--- src/rtl/timeout_watch.sv ---
module timeout_watch #(
  parameter int CYC_W = 4
) (
  input  logic             clk_i,
  input  logic             rst_ni,
  input  logic [CYC_W+2:0] cfg_i,
  input  logic             start_i,
  input  logic             event_i,
  input  logic             tick_i,
  input  logic             err_clr_i,
  output logic             busy_o,
  output logic             err_o
);
  localparam int MAX_SHIFT = 20;
  localparam int CNT_W     = CYC_W + MAX_SHIFT;

  function automatic logic [4:0] shift_of(input logic [2:0] code);
    case (code)
      3'd0:    shift_of = 5'd0;
      3'd1:    shift_of = 5'd4;
      3'd2:    shift_of = 5'd7;
      3'd3:    shift_of = 5'd8;
      3'd4:    shift_of = 5'd10;
      3'd5:    shift_of = 5'd12;
      3'd6:    shift_of = 5'd16;
      default: shift_of = 5'd20;
    endcase
  endfunction

  logic [CNT_W-1:0] rem_q;
  logic [CNT_W-1:0] load_val;
  logic             busy_q, err_q;
  logic             expire;

  assign load_val = CNT_W'(cfg_i[CYC_W-1:0]) << shift_of(cfg_i[CYC_W+2:CYC_W]);
  assign expire   = busy_q && !start_i && !event_i && tick_i && (rem_q <= CNT_W'(1));

  always_ff @(posedge clk_i or negedge rst_ni) begin
    if (!rst_ni) begin
      rem_q  <= '0;
      busy_q <= 1'b0;
    end else if (start_i) begin
      rem_q  <= load_val;
      busy_q <= 1'b1;
    end else if (busy_q && event_i) begin
      busy_q <= 1'b0;
    end else if (busy_q && tick_i) begin
      if (rem_q <= CNT_W'(1)) busy_q <= 1'b0;
      else                    rem_q  <= rem_q - CNT_W'(1);
    end
  end

  always_ff @(posedge clk_i or negedge rst_ni) begin
    if (!rst_ni)        err_q <= 1'b0;
    else if (expire)    err_q <= 1'b1;
    else if (err_clr_i) err_q <= 1'b0;
  end

  assign busy_o = busy_q;
  assign err_o  = err_q;


  err_hold_chk: assert property (@(posedge clk_i) disable iff (!rst_ni)
    $fell(err_o) |-> $past(err_clr_i));


  err_rise_chk: assert property (@(posedge clk_i) disable iff (!rst_ni)
    $rose(err_o) |-> $past(busy_o && tick_i && !start_i && !event_i));


  start_arm_chk: assert property (@(posedge clk_i) disable iff (!rst_ni)
    start_i |=> busy_o);


  event_stop_chk: assert property (@(posedge clk_i) disable iff (!rst_ni)
    (busy_o && event_i && !start_i) |=> !busy_o);


  no_tick_chk: assert property (@(posedge clk_i) disable iff (!rst_ni)
    (busy_o && !tick_i && !start_i && !event_i) |=> (busy_o && $stable(rem_q)));


  idle_chk: assert property (@(posedge clk_i) disable iff (!rst_ni)
    (!busy_o && !start_i) |=> !busy_o);
endmodule

--- config.mk ---
export PLATFORM = sky130hd
export DESIGN_NAME = timeout_watch
export DESIGN_NICKNAME = d
export VERILOG_FILES = /design/src/rtl/timeout_watch.sv
export SDC_FILE = /design/constraint.sdc
export NUM_CORES = 1
export LEC_CHECK = 0
export CORE_MARGIN = 2
export CORE_UTILIZATION = 51
export CTS_CLUSTER_SIZE = 30
export DETAILED_ROUTE_END_ITERATION = 7
export DONT_BUFFER_PORTS = 1
export GPL_ROUTABILITY_DRIVEN = 0
export PLACE_DENSITY = 0.66
export SLEW_MARGIN = 20
export SYNTH_ARGS = -nofsm -noshare
export SYNTH_HDL_FRONTEND = slang
export SYNTH_SLANG_ARGS = --single-unit
--- constraint.sdc ---
create_clock -name clk_i -period 3.1 [get_ports clk_i]
set_input_delay 0.155 -clock clk_i [delete_from_list [all_inputs] [get_ports clk_i]]
set_output_delay 0.155 -clock clk_i [all_outputs]
set_load 0.01 [all_outputs]
**Yosys cells after proc, flatten, opt, wreduce, memory -nomap -nowiden**

Index checks and enable logic that the tools add are counted.

- Bits of input ports: 13
- Output and inout bits: 2
- Word-level logic and storage cells: 40
- Bits in registers: 26

- Shift-type cells: 1
- Equality and inequality tests: 8
- Reduce and logical (&&, ||, !) cells: 15
- $lt $le $gt $ge: 1
- Multiplexer cells: 11
- Add/sub/neg operators: 1

Operators by type and width:

| operator | count |
|---|---|
| $mux W24 | 4 |
| $pmux W5 S7 | 1 |
| $le A24 B1 Y1 const B | 1 |
| $shl A4 B5 Y24 | 1 |
| $sub A24 B1 Y24 const B | 1 |
| $eq A3 B3 Y1 const B | 3 |
| $eq A3 B2 Y1 const B | 2 |
| $logic_and A1 B1 Y1 | 6 |
| $mux W1 | 6 |
| $reduce_bool A3 Y1 | 2 |
| $ne A2 B2 Y1 const B | 2 |
| $reduce_bool A2 Y1 | 2 |
| $eq A3 B1 Y1 const B | 1 |
| $logic_not A3 Y1 | 1 |
| $reduce_and A3 Y1 | 1 |
| $logic_not A1 Y1 | 2 |
| $reduce_and A2 Y1 | 1 |

**Depth between registers and ports, before layout**

- Depth after elaboration: 6
- Mapped depth: 8
- Depth with buffers taken out: 7

**Least setup slack after synthesis**

OpenSTA, ideal clock, no wires.

- Path type: register to register
- From: register rem_q[16]
- To: register rem_q[22]
- Path slack: 997 ps
- Period minus slack after synthesis: 2103 ps
- Library setup time: 94 ps
- Stages on the path, launching flop included: 7
- Buffers on the path: 1
- Arrival time: 2009 ps
- Data required time: 3006 ps
- Path through: dfrtp_1 -> or3_1 -> buf_2 -> or3_1 -> or4_1 -> mux2i_1 -> a211oi_1

- Cells in the longest elaborated chain, start to end: 5
- Elaborated cells on any way between the ends: 8
- Classes of those cells: add/sub: 1; order compare: 1; eq/ne: 1; mux: 4; reduce/logical: 1

Ends and longest elaborated chain:

| what | RTL line | source |
|---|---|---|
| start: declaration | 30 | `logic [CNT_W-1:0] rem_q;` |
| start signal: assignment | 43 | `rem_q <= load_val;` |
| start signal: assignment | 49 | `else rem_q <= rem_q - CNT_W'(1);` |
| $sub A24 B1 Y24 | 49 |  |
| $mux W24 | 48 | `if (rem_q <= CNT_W'(1)) busy_q <= 1'b0;` |
| $mux W24 | 47 | `end else if (busy_q && tick_i) begin` |
| $mux W24 | 45 | `end else if (busy_q && event_i) begin` |
| $mux W24 | 42 | `end else if (start_i) begin` |

Parallel ways exist; a longest one is shown, timed or not. The select of a mux whose other input is x is not followed.
A chain may end at the register's enable or synchronous reset.

**Worst setup path after layout**

- From: register rem_q[0]
- To: register rem_q[5]

The elaborated chain is that of the path after synthesis.

==> metrics.cfg <==
[synthesis]
synth_edf_count=0
yosysTopAreaCellShare_pct=34.64
synth_nets=239
synthCells=224
yosysMostFrequentCell=dfrtp_1
yosys.area.top_type=dfrtp_1
ys_warn_count=0
async_flop_share_pct=100.0
ys_seq_area_share_pct=34.64
syn_avg_cell_area_um2=8.384
yosys-top-cells-area=dfrtp_1 35%, a21oi_1 5.9%, nor2_1 4.4%
ys_seq_elements=26
synthFlopType=dfrtp_1
synthDistinctLibCells=58
synth_common_cells=26 x dfrtp_1, 22 x a21oi_1, 22 x nor2_1, 11 x nand2_1, 10 x clkbuf_1
netlist_area_mm2=0.001878

[run_status]
status=complete, no violations

[clock_tree]
cts_setup_buffers=0
clkSinkCount=26
h-tree-depth=1
clk_latency_ns=0.27
cts_buffers=3
cts_tree=done
clockBufferDepth=2
path_clk_slew_ns=0.10
cts_root_buf=clkbuf_8

[routing]
drcViolationCount=0
drt-initial-drc-count=150
avgRoutedWirePerCell_um=19.20
drt-total-wl_um=5203
routed_via_density=6.694
postRouteAntennaNets=0
drtPass1Iterations=4
vias=1814

[global_route]
grt_usage_pct=26.59
busiest_layer=met2
antenna_found_initial=0
use_met3_pct=4.861
grt_start_max_net_pins=27
use_met2_pct=42.58
grt_pass1_vias=1755
use_met1_pct=34.73
grt-ovfl-total=0
grt_pass1_wl_um=8480

[timing]
maxSlewHeadroom_pct=45.26
max_freq_mhz=423.1
drv_slew=0
period_minus_slack_ns=2.363
finalHoldViolations=0
holdWs_ns=0.01811
finalSetupTns_ns=0
setup-violations-final=0
rsz0062_at_grt=no
fin_crit_sh_pct=76.24
fin_skew_ns=0.002192
worst_pin_slew_ns=0.8097

[setup_path]
path_class=flop to flop
cpMaxStageDelayCell=a2111oi_0
worstSetupEndpointType=flop
cp_data_required_time_ns=3.24
critPathMaxFanout=7
path_cells=inv_1 > ha_1 > o21bai_1 > nor4_4 > buf_4 > a2111oi_0 > xnor2_1 > o21ai_0
cp_num_buf_inv=2
worstPathArrival_ns=2.50
critPathTopFamily=compound AO/OA/AOI/OAI gates
slowest_delay_ns=0.53
start_kind=flop

[power]
power_density_mw_per_mm2=505.9
p_leak_nw=0.8305
peakVddDrop_mv=0.2438

[floorplan]
std_cell_rows=22
dieArea_mm2=0.004184
initial_core_util_pct=52.08
die_y_um=64.69
die_w_um=64.69
core_mm2=0.003606
ioPinCount=15

[place]
place_hpwl_um=3631
port_buffers=0

[cells_and_area]
antennaDiodeCount=0
drive_above_1_share_pct=8.969
fin_util_pct=56.73
nFillCells=336
final_nets=239
area_growth_pct=8.927

[hold_path]
min_path_type=input pin to flop

[flow_run]
drv_cap=0

per-stage QoR:
stage          total power [mW]  worst slack, ns  std cells  cell area (um^2)
4_1_cts                   1.032           0.7744        271              2046
2_1_floorplan            0.6615           0.9966        224              1878
3_5_place_dp             0.7268           0.8135        262              1914
5_1_grt                   1.087           0.5356        271              2046
6_report                  1.035           0.7365        271              2046
3_3_place_gp             0.7179           0.7744        262              1914
cells by family after synthesis:
family                     after synthesis  share of synthesized area [%]
buffers and inverters                   25                          5.463
DFF                                     26                          34.64
xor gates and xnor gates                10                          4.664
muxes                                    2                          1.066
adders and majority gates                2                          1.332
AOI/OAI and AO/OA                       70                          25.45
and+or+nand+nor                         89                          27.38
cell usage in the layout, fill, tap and decap left out, types with 3 or more instances in the layout:
cell           instances
a21oi_1               22
o22a_1                 3
nor4_1                 4
dlygate4sd3_1          4
inv_1                  9
nand2b_1               5
nor2_1                22
nor3_1                 4
a31oi_1                3
o22ai_1                5
a2bb2oi_1              3
dfrtp_1               26
nand2_1               11
a2111oi_0              3
xnor2_1                8
nor2b_1                5
buf_4                  6
or3_1                  4
or4_1                  4
nand3_1                6
nand4_1                6
clkbuf_8               3
o21ai_0                6
final cells by class:
class | count | area, um^2 | area share [%]
inverters | 9 | 33.78 | 1.651
clock inverters | 1 | 30.03 | 1.468
clock buffers | 3 | 41.29 | 2.018
repair buffers | 11 | 105.1 | 5.138
flip-flops and latches | 26 | 650.6 | 31.80
multi-input cells | 173 | 1125 | 54.98
well taps | 48 | 60.06 | 2.936
sequential cells by signal, indices dropped and copies added (netlist names):
signal and cells:
busy_o 1, rem_q 24, err_o 1
final timing paths:
check,startpoint,endpoint,slack (ns),depth (start not counted)
setup reg to reg,rem_q[0]$_DFFE_PN0P_,rem_q[5]$_DFFE_PN0P_,0.74,8
max in group asynchronous,rst_ni,rem_q[17]$_DFFE_PN0P_,2.64,2
hold / removal,cfg_i[2],rem_q[14]$_DFFE_PN0P_,0.02,2
min in group asynchronous,rst_ni,rem_q[15]$_DFFE_PN0P_,0.31,2
hold reg to reg,rem_q[18]$_DFFE_PN0P_,rem_q[18]$_DFFE_PN0P_,0.54,1
setup / recovery,rem_q[0]$_DFFE_PN0P_,rem_q[5]$_DFFE_PN0P_,0.74,8
power by group:
part / leakage, nW / internal (mW) / switching (mW)
Clock: 0.0357 / 0.173 / 0.116
Sequential: 0.347 / 0.371 / 0.0419
Combinational: 0.448 / 0.138 / 0.195
Total: 0.831 / 0.682 / 0.353
metal layers:
layer	up-vias	share of wire, %
met3	10	8.1
li1	834	-
met4	0	2.3
met1	882	43
met5	-	0
met2	88	47
timing repair:
item                                   in CTS  in global routing
endpoints found under the hold margin      39                  0
gates resized for setup                     0                  0
hold buffers                                5                  0
Note: power is estimated with default switching activity, not from simulation.
